===== src/rtl/gdr_pkg.sv =====
package gdr_pkg;
  typedef enum logic [1:0] {
    PH_IDLE = 2'b00,
    PH_PRE  = 2'b01,
    PH_POST = 2'b10
  } phase_e;

  localparam int unsigned SEL_W = 2;
  localparam int unsigned NDIR  = 2;  // index 0 discharge, 1 charge
endpackage


===== src/rtl/gdr_phase_seq.sv =====
module gdr_phase_seq
  import gdr_pkg::*;
#(
  parameter int unsigned TGT_W = 6
) (
  input  logic             clk_i,
  input  logic             rst_ni,
  input  logic             start_i,
  input  logic             tick_i,
  input  logic [TGT_W-1:0] tgt_i,
  input  logic [SEL_W-1:0] frac_i,
  input  logic             post_en_i,
  output phase_e           phase_o
);
  localparam int unsigned PW = TGT_W + 3;

  logic [PW-1:0]    scaled;
  logic [TGT_W-1:0] pre_len, post_len;
  logic [TGT_W-1:0] cnt_q;
  logic [TGT_W:0]   cnt_inc;
  phase_e           phase_q, after_pre;

  // window = (f+1)/8 of target, rounded down
  always_comb begin
    scaled    = ({{(PW-SEL_W){1'b0}}, frac_i} + PW'(1)) * {3'b000, tgt_i};
    pre_len   = TGT_W'(scaled >> 3);
    post_len  = tgt_i - pre_len;
    cnt_inc   = {1'b0, cnt_q} + (TGT_W+1)'(1);
    after_pre = (post_en_i && (post_len != '0)) ? PH_POST : PH_IDLE;
  end

  always_ff @(posedge clk_i or negedge rst_ni) begin
    if (!rst_ni) begin
      phase_q <= PH_IDLE;
      cnt_q   <= '0;
    end else if (start_i) begin
      cnt_q   <= '0;
      phase_q <= (pre_len != '0) ? PH_PRE : after_pre;
    end else if (tick_i) begin
      unique case (phase_q)
        PH_PRE: begin
          if (cnt_inc >= {1'b0, pre_len}) begin
            cnt_q   <= '0;
            phase_q <= after_pre;
          end else begin
            cnt_q <= cnt_inc[TGT_W-1:0];
          end
        end
        PH_POST: begin
          if (cnt_inc >= {1'b0, post_len}) begin
            cnt_q   <= '0;
            phase_q <= PH_IDLE;
          end else begin
            cnt_q <= cnt_inc[TGT_W-1:0];
          end
        end
        default: cnt_q <= '0;
      endcase
    end
  end

  assign phase_o = phase_q;
endmodule


===== src/rtl/gdr_code_adapt.sv =====
module gdr_code_adapt #(
  parameter int unsigned CODE_W   = 5,
  parameter int unsigned ERR_W    = 10,
  parameter int unsigned RST_CODE = 2
) (
  input  logic                    clk_i,
  input  logic                    rst_ni,
  input  logic                    loop_en_i,
  input  logic                    upd_i,
  input  logic                    full_i,
  input  logic [2:0]              gain_i,
  input  logic [CODE_W-1:0]       init_i,
  input  logic [CODE_W-1:0]       ceil_i,
  input  logic signed [ERR_W-1:0] err_i,
  output logic [CODE_W-1:0]       code_o
);
  localparam int unsigned ADJ_W = ERR_W + 4;

  logic [CODE_W-1:0]       code_q, code_nxt;
  logic signed [ADJ_W-1:0] e_ext, prod, sum, ceil_s;

  always_comb begin
    if (full_i)           e_ext = ADJ_W'(err_i);
    else if (err_i > 0)   e_ext = ADJ_W'(1);
    else if (err_i < 0)   e_ext = -ADJ_W'(1);
    else                  e_ext = '0;
    prod   = e_ext * $signed({{(ADJ_W-3){1'b0}}, gain_i});
    sum    = $signed({{(ADJ_W-CODE_W){1'b0}}, code_q}) + prod;
    ceil_s = $signed({{(ADJ_W-CODE_W){1'b0}}, ceil_i});
    if (sum > ceil_s)           code_nxt = ceil_i;
    else if (sum < ADJ_W'(1))   code_nxt = CODE_W'(1);
    else                        code_nxt = sum[CODE_W-1:0];
  end

  always_ff @(posedge clk_i or negedge rst_ni) begin
    if (!rst_ni)         code_q <= CODE_W'(RST_CODE);
    else if (!loop_en_i) code_q <= init_i;
    else if (upd_i)      code_q <= code_nxt;
  end

  assign code_o = code_q;
endmodule


===== src/rtl/gdr_delay_reg.sv =====
module gdr_delay_reg
  import gdr_pkg::*;
#(
  parameter int unsigned TGT_W  = 6,
  parameter int unsigned MEAS_W = 8,
  parameter int unsigned CODE_W = 5
) (
  input  logic              clk_i,
  input  logic              rst_ni,
  input  logic              tick_i,
  input  logic              cmd_on_i,
  input  logic              cmd_off_i,
  input  logic [TGT_W-1:0]  tgt_dly_i,
  input  logic [1:0]        pre_chg_sel_i,
  input  logic [1:0]        pre_dis_sel_i,
  input  logic              post_en_i,
  input  logic [1:0]        init_chg_sel_i,
  input  logic [1:0]        init_dis_sel_i,
  input  logic [1:0]        ceil_sel_i,
  input  logic [1:0]        gain_sel_i,
  input  logic              err_full_i,
  input  logic              loop_en_i,
  input  logic              meas_vld_i,
  input  logic [MEAS_W-1:0] meas_dly_i,
  output logic [1:0]        phase_o,
  output logic              dir_o,
  output logic [CODE_W-1:0] idrv_o
);
  localparam int unsigned ERR_W    = MEAS_W + 2;
  localparam int unsigned CODE_TOP = 1 << (CODE_W - 1);

  logic                    dir_q, start, dir_eff;
  logic [1:0]              frac_sel;
  logic [CODE_W-1:0]       ceil_code, raw_code;
  logic [2:0]              gain;
  logic signed [ERR_W-1:0] err;
  logic [1:0]              init_sel [NDIR];
  logic [CODE_W-1:0]       code [NDIR];
  phase_e                  phase;

  assign start    = cmd_on_i | cmd_off_i;
  assign dir_eff  = start ? cmd_on_i : dir_q;
  assign frac_sel = dir_eff ? pre_chg_sel_i : pre_dis_sel_i;
  assign ceil_code = CODE_W'(CODE_TOP) >> ceil_sel_i;
  assign gain     = {1'b0, gain_sel_i} + 3'd1;
  assign err      = $signed({2'b00, meas_dly_i}) - $signed({{(ERR_W-TGT_W){1'b0}}, tgt_dly_i});
  assign init_sel[0] = init_dis_sel_i;
  assign init_sel[1] = init_chg_sel_i;

  always_ff @(posedge clk_i or negedge rst_ni) begin
    if (!rst_ni)        dir_q <= 1'b1;
    else if (cmd_on_i)  dir_q <= 1'b1;
    else if (cmd_off_i) dir_q <= 1'b0;
  end

  gdr_phase_seq #(.TGT_W(TGT_W)) u_seq (
    .clk_i     (clk_i),
    .rst_ni    (rst_ni),
    .start_i   (start),
    .tick_i    (tick_i),
    .tgt_i     (tgt_dly_i),
    .frac_i    (frac_sel),
    .post_en_i (post_en_i),
    .phase_o   (phase)
  );

  for (genvar d = 0; d < NDIR; d++) begin : g_dir
    logic [CODE_W-1:0] init_code;
    assign init_code = CODE_W'(1) << init_sel[d];
    gdr_code_adapt #(
      .CODE_W   (CODE_W),
      .ERR_W    (ERR_W),
      .RST_CODE (d == 1 ? 2 : 4)
    ) u_adapt (
      .clk_i     (clk_i),
      .rst_ni    (rst_ni),
      .loop_en_i (loop_en_i),
      .upd_i     (meas_vld_i && (dir_q == 1'(d))),
      .full_i    (err_full_i),
      .gain_i    (gain),
      .init_i    (init_code),
      .ceil_i    (ceil_code),
      .err_i     (err),
      .code_o    (code[d])
    );
  end

  assign raw_code = dir_q ? code[1] : code[0];
  assign idrv_o   = (raw_code > ceil_code) ? ceil_code : raw_code;
  assign phase_o  = phase;
  assign dir_o    = dir_q;
endmodule


===== config.mk =====
export PLATFORM = sky130hd
export DESIGN_NAME = gdr_delay_reg
export DESIGN_NICKNAME = d
export VERILOG_FILES = /design/src/rtl/gdr_pkg.sv /design/src/rtl/gdr_phase_seq.sv /design/src/rtl/gdr_code_adapt.sv /design/src/rtl/gdr_delay_reg.sv
export SDC_FILE = /design/constraint.sdc
export NUM_CORES = 1
export LEC_CHECK = 0
export ABC_AREA = 1
export BUFFER_PORTS_ARGS = -buffer_cell sky130_fd_sc_hd__buf_2
export CAP_MARGIN = 0
export CORE_MARGIN = 5
export CORE_UTILIZATION = 53
export CTS_BUF_LIST = sky130_fd_sc_hd__clkbuf_4
export DETAILED_ROUTE_END_ITERATION = 12
export MAX_ROUTING_LAYER = met4
export PLACE_DENSITY = 0.72
export SYNTH_ARGS = -nofsm -noshare
export SYNTH_HDL_FRONTEND = slang
export SYNTH_SLANG_ARGS = --single-unit

===== constraint.sdc =====
create_clock -name clk_i -period 11 [get_ports clk_i]
set_clock_uncertainty 0.05 [all_clocks]
set_input_delay 2.75 -clock clk_i [delete_from_list [all_inputs] [get_ports clk_i]]
set_output_delay 2.75 -clock clk_i [all_outputs]
set_load 0.02 [all_outputs]

* Word-level counts from Yosys, hierarchy flattened
Index checks and enable logic that the tools add are counted.
** Storage, ports and cells
- Bits in registers :: 19
- Bits of input ports :: 35
- Output and inout port bits :: 8
- Word-level logic and storage cells :: 72
** Cells by class
- Add/sub/neg operators :: 7
- Multiply operators :: 2
- $lt $le $gt $ge :: 9
- Equal/unequal tests :: 6
- Shift operators :: 3
- Mux-type cells :: 29
- Bitwise gates (word level) :: 2
- Reductions and logical operators :: 9
** Operators by type and width (number)
- $mux 5 :: 10
- $mux 14 :: 3
- $add 6x14->14 :: 2
- $gt 14x6->1 :: 2
- $lt 14x2->1 const B :: 2
- $mux 6 :: 4
- $ge 7x6->1 :: 2
- $mul 14x4->14 :: 1
- $mux 2 :: 7
- $pmux 6 s2 :: 1
- $reduce_bool 6->1 :: 2
- $shl 1x2->5 const A :: 2
- $gt 9x1->1 const B :: 1
- $lt 9x1->1 const B :: 1
- $mul 9x6->9 :: 1
- $sub 8x6->9 :: 1
- $add 6x1->7 const B :: 1
- $add 2x1->3 const B :: 2
- $ne 3x2->1 const B :: 2
- $sub 6x6->6 :: 1
- $gt 5x5->1 :: 1
- $shr 5x2->5 const A :: 1
- $ne 2x1->1 const B :: 2
- $pmux 2 s2 :: 1
- 9 further kinds :: 14

* Logic depth before layout (Yosys ltp)
Gate-level depths: netlist of the first run.
- Depth after elaboration :: 13
- Mapped depth :: 39
- Mapped depth without buffers :: 39

* Hierarchy
A second synthesis of the first run with hierarchy kept.
** Second synthesis, totals
- Cells, all modules :: 1108
- Area, all modules :: 6965.4 um^2
** Modules (own cells, without submodules)
- gdr_code_adapt (g_dir[1].u_adapt) :: times used 1, cells each 350, area an instance 2293.4 um^2, sequential area each 126.4 um^2
- gdr_code_adapt (g_dir[0].u_adapt) :: times used 1, cells each 358, area an instance 2239.6 um^2, sequential area each 126.4 um^2
- gdr_phase_seq :: times used 1, cells each 251, area an instance 1622.8 um^2, sequential area each 200.2 um^2
- gdr_delay_reg :: times used 1, cells each 149, area an instance 809.5 um^2, sequential area each 26.3 um^2

* Worst setup path after synthesis of the first run
No wires, ideal clock.
- Path kind :: input port to flip-flop
- Start point :: in meas_dly_i[0]
- End point :: reg g_dir[0].u_adapt.code_q[4]
- Setup time :: 0.127 ns
- Arrival :: 7.613 ns
- Data required time :: 10.823 ns
- Setup slack :: 3.210 ns
- Stages on the path :: 35
- Buffers on the path :: 0
- Cell sequence :: inv_1 ha_1 inv_1 fa_1 nand3_1 nand2_1 nand2_1 nand2_1 a21oi_1 xor2_1 nand4_1 nor3_1 o21a_1 nor2_1 ha_1 inv_1 fa_1 fa_1 inv_1 ha_1 a21oi_1 nand2_1 or2_2 nand2_1 inv_1 ha_1 nand3_1 nor2_1 nor2_1 nor2_1 nand3_4 nand2_2 nand2_1 nand4_1 o21ai_0
** Between the ends
- Cells in the longest elaborated chain, start to end :: 12
- Elaborated cells between the ends (all ways) :: 14
- Classes of those cells :: add/sub: 2; mul: 1; order compare: 4; mux: 7
** RTL lines
- start, declared :: line gdr_delay_reg.sv:24 : input logic [MEAS_W-1:0] meas_dly_i,
- $sub 8x6->9 * :: line gdr_delay_reg.sv:46 : assign err = $signed({2'b00, meas_dly_i}) - $signed({{(ERR_W-TGT_W){1'b0}}, tgt_dly_i});
- $lt 9x1->1 :: line gdr_code_adapt.sv:25 : else if (err_i < 0) e_ext = -ADJ_W'(1);
- $mux 14 :: line gdr_code_adapt.sv:25
- $mux 14 :: line gdr_code_adapt.sv:24 : else if (err_i > 0) e_ext = ADJ_W'(1);
- $mux 14 * :: line gdr_code_adapt.sv:23 : if (full_i) e_ext = ADJ_W'(err_i);
- $mul 14x4->14 * :: line gdr_code_adapt.sv:27 : prod = e_ext * $signed({{(ADJ_W-3){1'b0}}, gain_i});
- $add 6x14->14 * :: line gdr_code_adapt.sv:28 : sum = $signed({{(ADJ_W-CODE_W){1'b0}}, code_q}) + prod;
- $lt 14x2->1 :: line gdr_code_adapt.sv:31 : else if (sum < ADJ_W'(1)) code_nxt = CODE_W'(1);
- $mux 5 :: line gdr_code_adapt.sv:31
- $mux 5 * :: line gdr_code_adapt.sv:30 : if (sum > ceil_s) code_nxt = ceil_i;
- $mux 5 * :: line gdr_code_adapt.sv:38 : else if (upd_i) code_q <= code_nxt;
- $mux 5 * :: line gdr_code_adapt.sv:37 : else if (!loop_en_i) code_q <= init_i;
- end signal, assigned :: line gdr_code_adapt.sv:36 : if (!rst_ni) code_q <= CODE_W'(RST_CODE);
- end signal, assigned :: line gdr_code_adapt.sv:37
- end signal, assigned :: line gdr_code_adapt.sv:38
- end, declared :: line gdr_code_adapt.sv:19 : logic [CODE_W-1:0] code_q, code_nxt;
Every way passes the cells marked *; elsewhere a longest branch is shown, timed or not. The select of a mux whose other input is x is not followed.
A chain may end at the register's enable or synchronous reset.

* Final worst setup path of the first run
- Start point :: in meas_dly_i[0]
- End point :: reg g_dir[1].u_adapt.code_q[4]
** Between the ends
- Cells in the longest elaborated chain, start to end :: 12
- Elaborated cells between the ends (all ways) :: 14
- Classes of those cells :: add/sub: 2; mul: 1; order compare: 4; mux: 7
** RTL lines (line)
- $sub 8x6->9 * :: gdr_delay_reg.sv:46
- $lt 9x1->1 :: gdr_code_adapt.sv:25
- $mux 14 :: gdr_code_adapt.sv:25
- $mux 14 :: gdr_code_adapt.sv:24
- $mux 14 * :: gdr_code_adapt.sv:23
- $mul 14x4->14 * :: gdr_code_adapt.sv:27
- $add 6x14->14 * :: gdr_code_adapt.sv:28
- $lt 14x2->1 :: gdr_code_adapt.sv:31
- $mux 5 :: gdr_code_adapt.sv:31
- $mux 5 * :: gdr_code_adapt.sv:30
- $mux 5 * :: gdr_code_adapt.sv:38
- $mux 5 * :: gdr_code_adapt.sv:37
- end signal, assigned :: gdr_code_adapt.sv:36
- end signal, assigned :: gdr_code_adapt.sv:37
- end signal, assigned :: gdr_code_adapt.sv:38
- end, declared :: gdr_code_adapt.sv:19
Marked as above.

==> results_dict.tcl, run 1 <==
set metrics [dict create \
    worstHoldStart "g_dir[0].u_adapt.code_o[2]" \
    core_um2 9280 \
    cts_sinks 19 \
    max-cap-violations 0 \
    std_cell_rows 35 \
    place_hpwl_um 10300 \
    root_buffer "clkbuf_4" \
    insertion_delay_ns 0.30 \
    grt_pass1_wl_um 20800 \
    fp.dieW_um 108 \
    synth-edff-count 0 \
    die_h_um 108 \
    worst_hold_slack_ns 0.508 \
    slowest_stage "fa_1" \
    postSynthCellCount 785 \
    start_kind "primary input" \
    cts_resized 0 \
    cp_slowest_stage_delay_ns 0.55 \
    ys_ff_latch 19 \
    setup_viol 0 \
    grt_max_degree 20 \
    yosys.area.top_type_share_pct 19.9 \
    ioPinCount 43 \
    clock.fmax_ghz 0.122 \
    drt_iter0_drc 236 \
    io_buffers 42 \
    setup_tns_ns 0 \
    finalCriticalPeriod_ns 8.19 \
    post-cts-setup-buffers 0 \
    nFillCells 935 \
    cts.path.max_buffers 2 \
    start_util_pct 54.8 \
    htreeDepth 1 \
    seq_area_frac_synth_pct 9.42 \
    reg2reg_depth 23 \
    syn_to_final_growth_pct 7.53 \
    cts_tree "built" \
    syn_area_um2 5080 \
    worstMarginPinSlew_ns 0.591 \
    synth_fp_nets 919 \
    p_per_area_nw_per_um2 129 \
    antenna_found_initial 0 \
    drcViolationCount 0 \
    ys_warn_count 0 \
    synth_top_area_cell "ha_1" \
    max-slew-margin-rel_pct 60.3 \
    numCtsBuffers 3 \
    r2r-start "dir_o" \
    drt-total-wl_um 11700 \
    ys.flop_type "dfrtp_1" \
    cts_hold_buf 0 \
    track_usage_pct 21.5 \
    vias 4948 \
    fin_crit_sh_pct 74.5 \
    endpoint_kind "register" \
    hold_path_class "reg -> reg" \
    worst-setup-path-type "in -> reg" \
    final_cell_mix "nand2_1, inv_1, ha_1" \
    cp_common_cell "inv_1" \
    arrival_ns 8.33 \
    ant_nets 0 \
    critPathRequiredTime_ns 11.13 \
    multiInputGateArea_um2 3960 \
    mostFrequentLayoutCell "nand2_1" \
    diodes 0 \
    peakVddDrop_mv 0.0785 \
    r2r_end "u_seq.phase_o[1]" \
    slew_violations 0 \
    wl_per_cell_um 12.3 \
    drtPass1Iterations 5 \
    outcome "finished clean" \
    clkTransAtPathRegs_ns 0.10 \
    async_flop_share_pct 100 \
    viasPerCell 5.17 \
    path_max_fanout 6 \
    overflow 0 \
    report.final.hold_viol_count 0 \
    hold_path_end "g_dir[0].u_adapt.code_o[2]" \
    synth.area.top_cells "ha_1, nand2_1, inv_1" \
    whs_path_depth 2 \
    drive_gt1_share_pct 14.1 \
    regArea_um2 479 \
    dieArea_um2 11700 \
    postSynthAreaPerCell_um2 6.48 \
    synth.distinct_cells 49 \
    grt_pass1_vias 4842 \
    rsz0062_at_grt "false" \
    regToRegSetupSlack_ns 5.32 \
    p_leak_uw 0.00314 \
    nets 963 \
    gp_congestion 0.878 \
]
[stage by stage]
stage / total power, uW / instances / worst slack (ns) / instance area [um2] / utilization (%)
finish: 706 / 957 / 2.81 / 5470 / 58.9
global route: 804 / 957 / 2.32 / 5470 / 58.9
CTS: 706 / 957 / 2.88 / 5470 / 58.9
detailed placement: 668 / 953 / 2.59 / 5440 / 58.6
global placement: 654 / 953 / 2.65 / 5440 / 58.6
floorplan: 543 / 785 / 3.21 / 5080 / -
[per-layer routing]
metal	wire length, um	part of all wire (%)	global-route usage (%)	vias up
met2	5710	49	38.3	83
li1	-	-	-	2607
met5	0	0	-	-
met4	195	1.7	3.34	0
met3	348	3.0	1.55	16
met1	5480	47	27.3	2242
[synthesized netlist by cell type, types with 3 or more instances]
master and instances:
nand2_4 3, fa_1 18, nand2_1 172, nor2_2 6, xor2_1 16, nand3_1 62, inv_2 12, clkinv_1 4
o21ai_0 38, nand4_1 12, dfrtp_1 16, ha_1 81, o21bai_1 3, or2_2 3, o21ai_1 3, a21o_1 3
dfstp_2 3, nand3_2 3, nand3b_1 4, a21oi_2 10, o31ai_1 7, a21oi_1 30, xnor2_1 10, nor2_1 59
nor2_4 5, nand2_2 19, nor3_1 8, inv_1 150
[worst max path at each step]
stage,from,end,slack [ns],cells past startpoint
floorplan,meas_dly_i[0],g_dir[0].u_adapt.code_o[4],3.21,35
global placement,meas_dly_i[0],g_dir[1].u_adapt.code_o[4],2.65,34
detailed placement,meas_dly_i[0],g_dir[1].u_adapt.code_o[4],2.59,35
CTS,meas_dly_i[0],g_dir[1].u_adapt.code_o[4],2.88,35
global route,tgt_dly_i[2],g_dir[1].u_adapt.code_o[4],2.32,32
finish,meas_dly_i[0],g_dir[1].u_adapt.code_o[4],2.81,34
[cells by family (layout without fill, tap and decap cells)]
| kind of cell | Yosys count | after routing | share of synthesized area (%) |
|---|---|---|---|
| compound gates | 107 | 107 | 12.8 |
| flops | 19 | 19 | 9.42 |
| xor+xnor | 26 | 26 | 4.48 |
| fa+ha+maj | 99 | 99 | 27.0 |
| buf+inv | 170 | 213 | 12.7 |
| simple gates | 362 | 362 | 33.2 |
| mux | 2 | 2 | 0.418 |
[state kept, by name (all words and copies together), names as in the netlist]
signal and flops:
g_dir.u_adapt.code_o 10, u_seq.cnt_q 6, u_seq.phase_o 2, dir_o 1
[where the power goes]
part	internal (uW)	leakage, uW	total [uW]	switching [uW]
Sequential	80.3	0.000238	90.4	10.2
Clock	13.5	0.0000177	35.2	21.7
Combinational	214	0.00288	581	366
Total	308	0.00314	706	398
[worst max-delay path: cells and delay by family]
| kind | cells | cell delay (ns) |
|---|---|---|
| adder cells (fa/ha/maj) | 7 | 2.38 |
| buffers and inverters | 7 | 0.50 |
| AO/OA/AOI/OAI | 7 | 1.18 |
| XOR/XNOR | 2 | 0.42 |
| AND/OR/NAND/NOR | 11 | 1.10 |
[area by class of cell]
type,count,area share [%]
multi-input combinational,596,72.4
inverter,167,11.5
sequential,19,8.76
timing repair buffer,42,3.84
tap,129,2.95
clock buffer,3,0.412
clock inverter,1,0.0915
(Power assumes the default switching activity.)
==> inputs of run 2 (changes only) <==
Clock period 11 ns to 8.2 ns, I/O delays scaled along.
==> run 2 against run 1 <==
Sequential power increased by 34%; critical path depth fell by 3; sequential share of layout area did not move; non-clock buffer count unchanged; die area stayed put; clock power increased by 37%; wire length barely moved; total power grew 35%; largest cell class unchanged; highest routed layer unchanged.
==> results_dict.tcl, run 2 (synthesis gave the netlist of run 1 again) <==
set metrics [dict create \
    setup_viol 0 \
    clkTransAtPathRegs_ns 0.11 \
    nets 963 \
    dieArea_um2 11700 \
    vias 4964 \
    multiInputGateArea_um2 3960 \
    post-route-worst-setup-slack_ns 0.734 \
    regToRegSetupSlack_ns 2.54 \
    htreeDepth 1 \
    die_h_um 108 \
    cts_tree "built" \
    antenna_found_initial 0 \
    insertion_delay_ns 0.30 \
    worst_hold_slack_ns 0.509 \
    core_um2 9280 \
    max-cap-violations 0 \
    overflow 0 \
    finalCriticalPeriod_ns 7.47 \
    setup_tns_ns 0 \
    drtPass1Iterations 5 \
    p_leak_uw 0.00314 \
    cts_hold_buf 0 \
    place_hpwl_um 10300 \
    peakVddDrop_mv 0.106 \
    endpoint_kind "register" \
    cp_common_cell "inv_1" \
    cts_sinks 19 \
    clock.fmax_ghz 0.134 \
    cp_slowest_stage_delay_ns 0.55 \
    path_max_fanout 6 \
    start_kind "primary input" \
    numCtsBuffers 3 \
    worst-setup-path-type "in -> reg" \
    fin_crit_sh_pct 91.1 \
    worstMarginPinSlew_ns 0.609 \
    drt-total-wl_um 11700 \
    slowest_stage "fa_1" \
    std_cell_rows 35 \
    final_cell_mix "nand2_1, inv_1, ha_1" \
    slew_violations 0 \
    max-slew-margin-rel_pct 59.1 \
    post-cts-setup-buffers 0 \
    place_area_um2 5440 \
    regArea_um2 479 \
    cts_resized 0 \
    root_buffer "clkbuf_4" \
    gp_congestion 0.876 \
    track_usage_pct 21.5 \
    grt_pass1_vias 4754 \
    hold_path_class "reg -> reg" \
    ioPinCount 43 \
    drcViolationCount 0 \
    grt_max_degree 20 \
    syn_to_final_growth_pct 7.53 \
    largest_reg_flops 10 \
    drt_iter0_drc 230 \
    place_ws_ns 0.465 \
    diodes 0 \
    outcome "finished clean" \
    stdcell_area_um2 5470 \
    cts.path.max_buffers 2 \
    report.final.hold_viol_count 0 \
    grt_pass1_wl_um 20700 \
    start_util_pct 54.8 \
    fp.dieW_um 108 \
    p_per_area_nw_per_um2 174 \
    viasPerCell 5.19 \
    mostFrequentLayoutCell "nand2_1" \
    nFillCells 924 \
    ant_nets 0 \
    rsz0062_at_grt "false" \
    arrival_ns 7.61 \
    io_buffers 42 \
    wl_per_cell_um 12.3 \
    critPathRequiredTime_ns 8.34 \
    drive_gt1_share_pct 14.1 \
]
[run 2: cell counts in the layout (fill, tap and decap cells not counted)]
No cell type changed its count.
[run 2: stage by stage]
step | instances | total power [uW] | utilization [%]
after floorplan | 785 | 729 | -
after global placement | 953 | 877 | 58.6
after detailed placement | 953 | 900 | 58.6
after CTS | 957 | 953 | 58.9
after global routing | 957 | 1080 | 58.9
final | 957 | 953 | 58.9
[run 2: where the power goes]
part	internal [uW]	switching, uW	leakage [uW]
sequential	108	13.5	0.000238
combinational	289	495	0.00288
clock	18.2	30.2	0.0000177
[run 2: cell type report]
class | instances | share of cell area [%]
Clock buffer | 3 | 0.412
Inverter | 167 | 11.5
Tap cell | 129 | 2.95
Sequential cell | 19 | 8.76
Clock inverter | 1 | 0.0915
Timing Repair Buffer | 42 | 3.84
Multi-Input combinational cell | 596 | 72.4
[run 2: worst max-delay path: cells and delay by family]
| family | cells | cell delay, ns |
|---|---|---|
| XOR/XNOR | 2 | 0.41 |
| adder cells (fa/ha/maj) | 6 | 2.24 |
| AND/OR/NAND/NOR | 7 | 0.60 |
| AO/OA/AOI/OAI | 10 | 1.81 |
| buffers and inverters | 6 | 0.48 |
[run 2: worst paths after layout]
path	cells past startpoint	end	start
max in group asynchronous	1	g_dir[0].u_adapt.code_o[2]	rst_ni
worst max-delay path	31	g_dir[1].u_adapt.code_o[4]	tgt_dly_i[2]
worst min register to register	2	g_dir[0].u_adapt.code_o[2]	g_dir[0].u_adapt.code_o[2]
worst min-delay path	2	g_dir[0].u_adapt.code_o[2]	g_dir[0].u_adapt.code_o[2]
worst max register to register	23	u_seq.phase_o[1]	dir_o
min in group asynchronous	1	g_dir[1].u_adapt.code_o[2]	rst_ni
[run 2: per-layer routing]
layer	GRT usage (%)	routed length, um	part of all wire (%)
met5	-	0	0
met4	2.61	119	1.0
met2	38.6	5840	50
met1	27.5	5470	47
met3	1.49	298	2.5
==> inputs of run 3 (changes only) <==
Clock period 8.2 ns to 7.9 ns, I/O delays scaled along.
==> run 3 against run 2 <==
Setup slack got worse by 0.14 ns; critical path depth unchanged; via count decreased by 0.56%.
==> results_dict.tcl, run 3 (synthesis gave the netlist of run 1 again) <==
set metrics [dict create \
    outcome "finished clean" \
    grt_max_degree 20 \
    post-cts-setup-buffers 0 \
    crit_end "g_dir[1].u_adapt.code_o[4]" \
    cts_tree "built" \
    setup_viol 0 \
    cts.path.max_buffers 2 \
    hold_path_class "reg -> reg" \
    dieArea_um2 11700 \
    final_cell_mix "nand2_1, inv_1, ha_1" \
    path_max_fanout 6 \
    syn_to_final_growth_pct 7.53 \
    wl_met3_um 370 \
    crit_family "adder cells" \
    post-route-worst-setup-slack_ns 0.591 \
    regToRegSetupSlack_ns 2.16 \
    place_area_um2 5440 \
    start_kind "primary input" \
    track_usage_pct 21.5 \
    p_leak_uw 0.00314 \
    grt_pass1_wl_um 20700 \
    drtPass1Iterations 5 \
    nets 963 \
    root_buffer "clkbuf_4" \
    utilization_pct 58.9 \
    worst_hold_slack_ns 0.509 \
    wl_met2_um 5800 \
    endpoint_kind "register" \
    r2r_end "u_seq.phase_o[1]" \
    rsz0062_at_grt "false" \
    ioPinCount 43 \
    drive_gt1_share_pct 14.1 \
    critical_path_buf_inv_count 6 \
    drcViolationCount 0 \
    crit_start "tgt_dly_i[2]" \
    max-slew-margin-rel_pct 59.1 \
    overflow 0 \
    std_cell_rows 35 \
    drt_iter0_drc 212 \
    wl_met1_um 5510 \
    routed.top_layer "met4" \
    worst-setup-path-type "in -> reg" \
    worstMarginPinSlew_ns 0.609 \
    clock.fmax_ghz 0.137 \
    io_buffers 42 \
    gp_congestion 0.876 \
    wl_per_cell_um 12.3 \
    slew_violations 0 \
    critPathRequiredTime_ns 8.04 \
    cp_slowest_stage_delay_ns 0.55 \
    fp.dieW_um 108 \
    stdcell_area_um2 5470 \
    cts_sinks 19 \
    place_ws_ns 0.224 \
    largest_reg_flops 10 \
    clkTransAtPathRegs_ns 0.11 \
    vias 4936 \
    antenna_found_initial 0 \
    viasPerCell 5.16 \
    peakVddDrop_mv 0.108 \
    finalCriticalPeriod_ns 7.31 \
    arrival_ns 7.45 \
    numCtsBuffers 3 \
    path_depth 31 \
    die_h_um 108 \
    setup_tns_ns 0 \
    place_hpwl_um 10300 \
    cp_common_cell "inv_1" \
    ant_nets 0 \
    fin_crit_sh_pct 92.5 \
    insertion_delay_ns 0.30 \
    core_um2 9280 \
    grt_pass1_vias 4770 \
    p_per_area_nw_per_um2 180 \
    start_util_pct 54.8 \
    reg2reg_depth 23 \
    report.final.hold_viol_count 0 \
    mostFrequentLayoutCell "nand2_1" \
    diodes 0 \
    drt-total-wl_um 11800 \
    htreeDepth 1 \
    slowest_stage "fa_1" \
    r2r-start "dir_o" \
    max-cap-violations 0 \
]
## run 3: cell counts in the layout (fill, tap and decap cells not counted)
No cell type changed its count.
## run 3: routing by layer
layer	GRT usage, %	vias up
met5	-	-
met4	2.71	0
met3	1.73	8
met2	38.2	84
met1	27.5	2244
li1	-	2600
## run 3: worst min path at each step
stage / startpoint / end / slack (ns) / depth (start not counted)
after global placement: u_seq.cnt_q[1] / u_seq.cnt_q[1] / 0.48 / 2
after detailed placement: g_dir[0].u_adapt.code_o[2] / g_dir[0].u_adapt.code_o[2] / 0.49 / 2
after CTS: g_dir[0].u_adapt.code_o[2] / g_dir[0].u_adapt.code_o[2] / 0.51 / 2
after global routing: g_dir[1].u_adapt.code_o[1] / g_dir[1].u_adapt.code_o[1] / 0.53 / 2
final: g_dir[1].u_adapt.code_o[1] / g_dir[1].u_adapt.code_o[1] / 0.51 / 2
after floorplan: u_seq.cnt_q[1] / u_seq.cnt_q[1] / 0.45 / 2
## run 3: per-stage QoR
step,power [uW],std cells
global placement,910,953
detailed placement,933,953
floorplan,757,785
CTS,988,957
global route,1120,957
finish,986,957
## run 3: power by group
part	switching [uW]	internal, uW	leakage, uW
Clock	30.2	18.9	0.0000177
Combinational	511	299	0.00288
Sequential	14.5	112	0.000238
## run 3: timing repair
action,CTS,global route
setup endpoints to repair,0,2
resized for setup,0,1
hold buffers,0,0
## run 3: final cells by class
cell class                      instances  area (um2)
Tap cell                              129         161
Inverter                              167         628
Timing Repair Buffer                   42         210
Fill cell                             954        3820
Clock buffer                            3        22.5
Multi-Input combinational cell        596        3960
Sequential cell                        19         479
Clock inverter                          1        5.00
## run 3: worst min-delay path: stages, from the launching register on
cell	delay (ns)
dfstp_2	0.40
nor2_1	0.13
a21oi_2	0.04
